File: src/rtl/kbc_arb_pkg.sv
package kbc_arb_pkg;
  localparam int unsigned ST_W      = 8;
  localparam int unsigned ST_OBF    = 0;
  localparam int unsigned ST_CMD    = 3;
  localparam int unsigned ST_UNLK   = 4;
  localparam int unsigned ST_AUXOBF = 5;
  localparam int unsigned N_SRC     = 2;

  typedef enum logic {SRC_KBD = 1'b0, SRC_AUX = 1'b1} src_e;

  typedef struct packed {
    logic aux;
    logic kbd;
  } pend_t;
endpackage

File: src/rtl/kbc_pend_reg.sv
module kbc_pend_reg
  import kbc_arb_pkg::*;
(
  input  logic  clk_i,
  input  logic  rst_ni,
  input  logic  kbd_lvl_i,
  input  logic  aux_lvl_i,
  output pend_t pend_o,
  output logic  any_o,
  output logic  aux_only_o,
  output src_e  sel_o
);
  logic [N_SRC-1:0] lvl;
  logic [N_SRC-1:0] mask_q;

  assign lvl = {aux_lvl_i, kbd_lvl_i};

  for (genvar g = 0; g < N_SRC; g++) begin : g_bit
    always_ff @(posedge clk_i or negedge rst_ni) begin
      if (!rst_ni) mask_q[g] <= 1'b0;
      else         mask_q[g] <= lvl[g];
    end
  end

  assign pend_o     = pend_t'(mask_q);
  assign any_o      = |mask_q;
  // keyboard has strict priority
  assign aux_only_o = pend_o.aux & ~pend_o.kbd;
  assign sel_o      = aux_only_o ? SRC_AUX : SRC_KBD;
endmodule

File: src/rtl/kbc_flag_gen.sv
module kbc_flag_gen
  import kbc_arb_pkg::*;
#(
  parameter int unsigned MODE_W      = 8,
  parameter int unsigned KBD_INT_BIT = 0,
  parameter int unsigned AUX_INT_BIT = 1,
  parameter int unsigned KBD_OFF_BIT = 4
) (
  input  pend_t             pend_i,
  input  logic              any_i,
  input  logic              aux_only_i,
  input  logic [MODE_W-1:0] mode_i,
  output logic [ST_W-1:0]   status_o,
  output logic [1:0]        outport_obf_o,
  output logic              kbd_irq_o,
  output logic              aux_irq_o
);
  always_comb begin
    status_o            = '0;
    status_o[ST_CMD]    = 1'b1;
    status_o[ST_UNLK]   = 1'b1;
    status_o[ST_OBF]    = any_i;
    status_o[ST_AUXOBF] = aux_only_i;
  end

  assign outport_obf_o = {aux_only_i, any_i};
  assign aux_irq_o     = aux_only_i & mode_i[AUX_INT_BIT];
  assign kbd_irq_o     = pend_i.kbd & mode_i[KBD_INT_BIT] & ~mode_i[KBD_OFF_BIT];
endmodule

File: src/rtl/kbc_rd_port.sv
module kbc_rd_port
  import kbc_arb_pkg::*;
#(
  parameter int unsigned DATA_W = 8
) (
  input  src_e              sel_i,
  input  logic              rd_i,
  input  logic [DATA_W-1:0] kbd_data_i,
  input  logic [DATA_W-1:0] aux_data_i,
  output logic [DATA_W-1:0] rd_data_o,
  output logic              kbd_pop_o,
  output logic              aux_pop_o
);
  assign rd_data_o = (sel_i == SRC_AUX) ? aux_data_i : kbd_data_i;
  assign kbd_pop_o = rd_i & (sel_i == SRC_KBD);
  assign aux_pop_o = rd_i & (sel_i == SRC_AUX);
endmodule

File: src/rtl/kbc_obf_arb.sv
module kbc_obf_arb
  import kbc_arb_pkg::*;
#(
  parameter int unsigned DATA_W      = 8,
  parameter int unsigned MODE_W      = 8,
  parameter int unsigned KBD_INT_BIT = 0,
  parameter int unsigned AUX_INT_BIT = 1,
  parameter int unsigned KBD_OFF_BIT = 4
) (
  input  logic              clk_i,
  input  logic              rst_ni,
  input  logic              kbd_pend_i,
  input  logic              aux_pend_i,
  input  logic [MODE_W-1:0] mode_i,
  input  logic              rd_i,
  input  logic [DATA_W-1:0] kbd_data_i,
  input  logic [DATA_W-1:0] aux_data_i,
  output logic [ST_W-1:0]   status_o,
  output logic [1:0]        outport_obf_o,
  output logic              kbd_irq_o,
  output logic              aux_irq_o,
  output logic [DATA_W-1:0] rd_data_o,
  output logic              kbd_pop_o,
  output logic              aux_pop_o
);
  pend_t pend;
  logic  any_pend;
  logic  aux_only;
  src_e  sel;

  kbc_pend_reg u_pend (
    .clk_i      (clk_i),
    .rst_ni     (rst_ni),
    .kbd_lvl_i  (kbd_pend_i),
    .aux_lvl_i  (aux_pend_i),
    .pend_o     (pend),
    .any_o      (any_pend),
    .aux_only_o (aux_only),
    .sel_o      (sel)
  );

  kbc_flag_gen #(
    .MODE_W      (MODE_W),
    .KBD_INT_BIT (KBD_INT_BIT),
    .AUX_INT_BIT (AUX_INT_BIT),
    .KBD_OFF_BIT (KBD_OFF_BIT)
  ) u_flags (
    .pend_i        (pend),
    .any_i         (any_pend),
    .aux_only_i    (aux_only),
    .mode_i        (mode_i),
    .status_o      (status_o),
    .outport_obf_o (outport_obf_o),
    .kbd_irq_o     (kbd_irq_o),
    .aux_irq_o     (aux_irq_o)
  );

  kbc_rd_port #(.DATA_W(DATA_W)) u_rd (
    .sel_i      (sel),
    .rd_i       (rd_i),
    .kbd_data_i (kbd_data_i),
    .aux_data_i (aux_data_i),
    .rd_data_o  (rd_data_o),
    .kbd_pop_o  (kbd_pop_o),
    .aux_pop_o  (aux_pop_o)
  );
endmodule

File: config.mk
export PLATFORM = sky130hd
export DESIGN_NAME = kbc_obf_arb
export DESIGN_NICKNAME = d
export VERILOG_FILES = /design/src/rtl/kbc_arb_pkg.sv /design/src/rtl/kbc_pend_reg.sv /design/src/rtl/kbc_flag_gen.sv /design/src/rtl/kbc_rd_port.sv /design/src/rtl/kbc_obf_arb.sv
export SDC_FILE = /design/constraint.sdc
export NUM_CORES = 1
export LEC_CHECK = 0
export BUFFER_PORTS_ARGS = -buffer_cell sky130_fd_sc_hd__buf_4
export CAP_MARGIN = 40
export CORE_AREA = 3 3 40 42
export CTS_CLUSTER_SIZE = 14
export DETAILED_ROUTE_END_ITERATION = 6
export DIE_AREA = 0 0 43 45
export HOLD_SLACK_MARGIN = 0.15
export PLACE_DENSITY = 0.73
export REMOVE_ABC_BUFFERS = 1
export SYNTH_ARGS = -nofsm -noshare
export SYNTH_HDL_FRONTEND = slang
export SYNTH_HIERARCHICAL = 1
export SYNTH_SLANG_ARGS = --single-unit
File: constraint.sdc
create_clock -name clk_i -period 2 [get_ports clk_i]
set_clock_uncertainty 0.2 [all_clocks]
set_input_delay 0.3 -clock clk_i [delete_from_list [all_inputs] [get_ports clk_i]]
set_output_delay 0.3 -clock clk_i [all_outputs]
set_load 0.1 [all_outputs]
==> results.yml <==
pwr:
  p_leak_nw: 0.367
  p_sw_share_pct: 55.7
  p_switching_mw: 0.253
  power_mw: 0.455
  p_int_mw: 0.202
  p_comb_share_pct: 70.8
  seqPwrFrac_pct: 9.7
  powerDensity_nw_per_um2: 690
  pwr-share-clk_pct: 19.5
  vdd_drop_max_uv: 362
timing:
  hold_viol_final: 0
  maxSlewViolCount: 0
  timing.final.ws_setup_ps: 73.9
  rsz0062_at_grt: "false"
  hold_ws_ps: 188
  setup_viol: 0
  period_share_pct: 96.3
  period_minus_slack_ps: 1930
  fmax_mhz: 519
routing:
  first_pass_iters: 2
  wl_per_cell_um: 10.3
  vias_per_cell: 3.88
  drt_iter0_drc: 3
  postRouteAntennaNets: 0
  via_count: 330
  wirelength_um: 874
  drc: 0
clocking:
  cts_made_buffers: 3
  h-tree-depth: 1
  clk_pin_slew_ps: 30
  cts_sinks: 2
  cts_root_buf: "clkbuf_4"
  clockBufferDepth: 2
  cts_tree: "built"
floorplan:
  initial_core_util_pct: 24.5
  fp.dieH_um: 45
  boundaryPins: 51
  fp-row-count: 13
  die_x_um: 43
  fp.dieArea_um2: 1940
  coreArea_um2: 1280
logic_synthesis:
  yosysTopAreaCell: "mux2_4"
  synth_most_common_cell: "buf_4"
  synth_edf_count: 0
  synthFlopType: "dfrtp_1"
  yosys.area.top_type_share_pct: 38.1
  ys_ff_latch: 2
  synth.avg_cell_area_um2: 10.5
  async_flop_share_pct: 100
  yosys-top-cells-area: "mux2_4 38%, buf_4 26%, dfrtp_1 16%"
  ys_warn_count: 6
  seq_area_frac_synth_pct: 15.9
  ys_top_cells_by_count: "11 x buf_4, 8 x mux2_4, 2 x conb_1, 2 x dfrtp_1"
  synth_cells: 30
  ys_types: 11
  syn_area_um2: 315
critical_path:
  crit_path_end_kind: "primary output"
  slowest_delay_ps: 380
  crit_required_ps: 1500
  crit_fanout: 6
  cp.buffers_inverters: 2
  arrival_ps: 1430
  timing_worst_setup_path_type: "reg2out"
  path_cells: "nor2b_2 > buf_4 > mux2_4 > buf_6"
  cp_top_family: "flip-flops"
  cp-start-kind: "register"
  startpoint: "u_pend/pend_o[0]"
  critPathSlowestCell: "dfrtp_1"
placement:
  pre_cts_ws_ps: 238
  dp_hpwl_um: 698
  io_buffers: 39
  place_congestion: 0.636
  postPlaceCellArea_um2: 556
outcome:
  status: "finished, final reports clean"
grt:
  grt-ovfl-total: 0
  grt_max_degree: 14
  track_usage_pct: 8.15
  antenna_found_initial: 0
  grt_pass1_wl_um: 1150
  grt_pass1_vias: 314
final_layout:
  area_delta_synth_final_pct: 109
  nFillCells: 127
  diodes: 0
  post-route-util_pct: 51.3
  drive_gt1_share_pct: 80.0
  num-nets-final: 101
  largest_reg_flops: 2
  postLayoutCellArea_um2: 659
worst_hold_path:
  worst_hold_path_type: "in2async"
run:
  drv_cap: 0
==> metrics by stage <==
| step | TNS (ps) | cells |
|---|---|---|
| 6_report | 0 | 85 |
| 5_1_grt | 0 | 85 |
| 4_1_cts | 0 | 83 |
| 3_5_place_dp | 0 | 77 |
| 3_3_place_gp | 0 | 77 |
| 2_1_floorplan | -36900 | 22 |
==> timing repair <==
item / CTS / global route
endpoints found under the hold margin: 4 / 0
resized for setup: 1 / 10
gates cloned: 0 / 1
setup buffers: 0 / 1
setup endpoints to repair: 7 / 8
hold buffers: 3 / 0
==> layer usage <==
layer / track usage, % / wire length, µm / part of all wire (%)
met4: 7.23 / 0 / 0
met2: 15.3 / 482 / 55
met3: 4.38 / 180 / 21
met5: 0 / 0 / 0
met1: 5.77 / 211 / 24
==> cells in the final DEF (no fill, tap or decap) <==
master	count
dfrtp_1	2
nor2b_2	1
buf_6	9
and2b_2	1
and2_1	1
and3b_1	1
or2_1	1
mux2_4	8
and2_2	1
buf_4	33
dlygate4sd3_1	3
conb_1	6
clkbuf_4	3
==> cell type report <==
cell class	count	area (µm²)	area share, %
multi-input combinational	20	189	28.7
clock buffer	3	22.5	3.42
timing repair buffer	45	379	57.5
sequential	2	50.0	7.59
tap	15	18.8	2.85
==> power groups by stage <==
stage | Sequential [mW] | Combinational, mW | Clock (mW)
global placement | 0.0442 | 0.301 | 0
detailed placement | 0.0444 | 0.303 | 0
finish | 0.0441 | 0.322 | 0.0888
global route | 0.0445 | 0.330 | 0.0994
floorplan | 0.0440 | 0.238 | 0
CTS | 0.0440 | 0.309 | 0.0947
==> worst paths after layout <==
check | end | slack [ps] | cells after the start
min in group clk_i | u_pend/pend_o[1] | 520 | 2
min | u_pend/pend_o[1] | 190 | 2
max | rd_data_o[1] | 70 | 4
max in group asynchronous | u_pend/pend_o[0] | 1330 | 2
==> logic make-up after synthesis <==
| family | after synthesis | synth area share, % |
|---|---|---|
| buffers and inverters | 12 | 29.8 |
| flip-flops | 2 | 15.9 |
| multiplexers | 8 | 38.1 |
| other | 2 | 2.38 |
| AND/OR/NAND/NOR | 6 | 13.9 |
(Power assumes the default switching activity.)
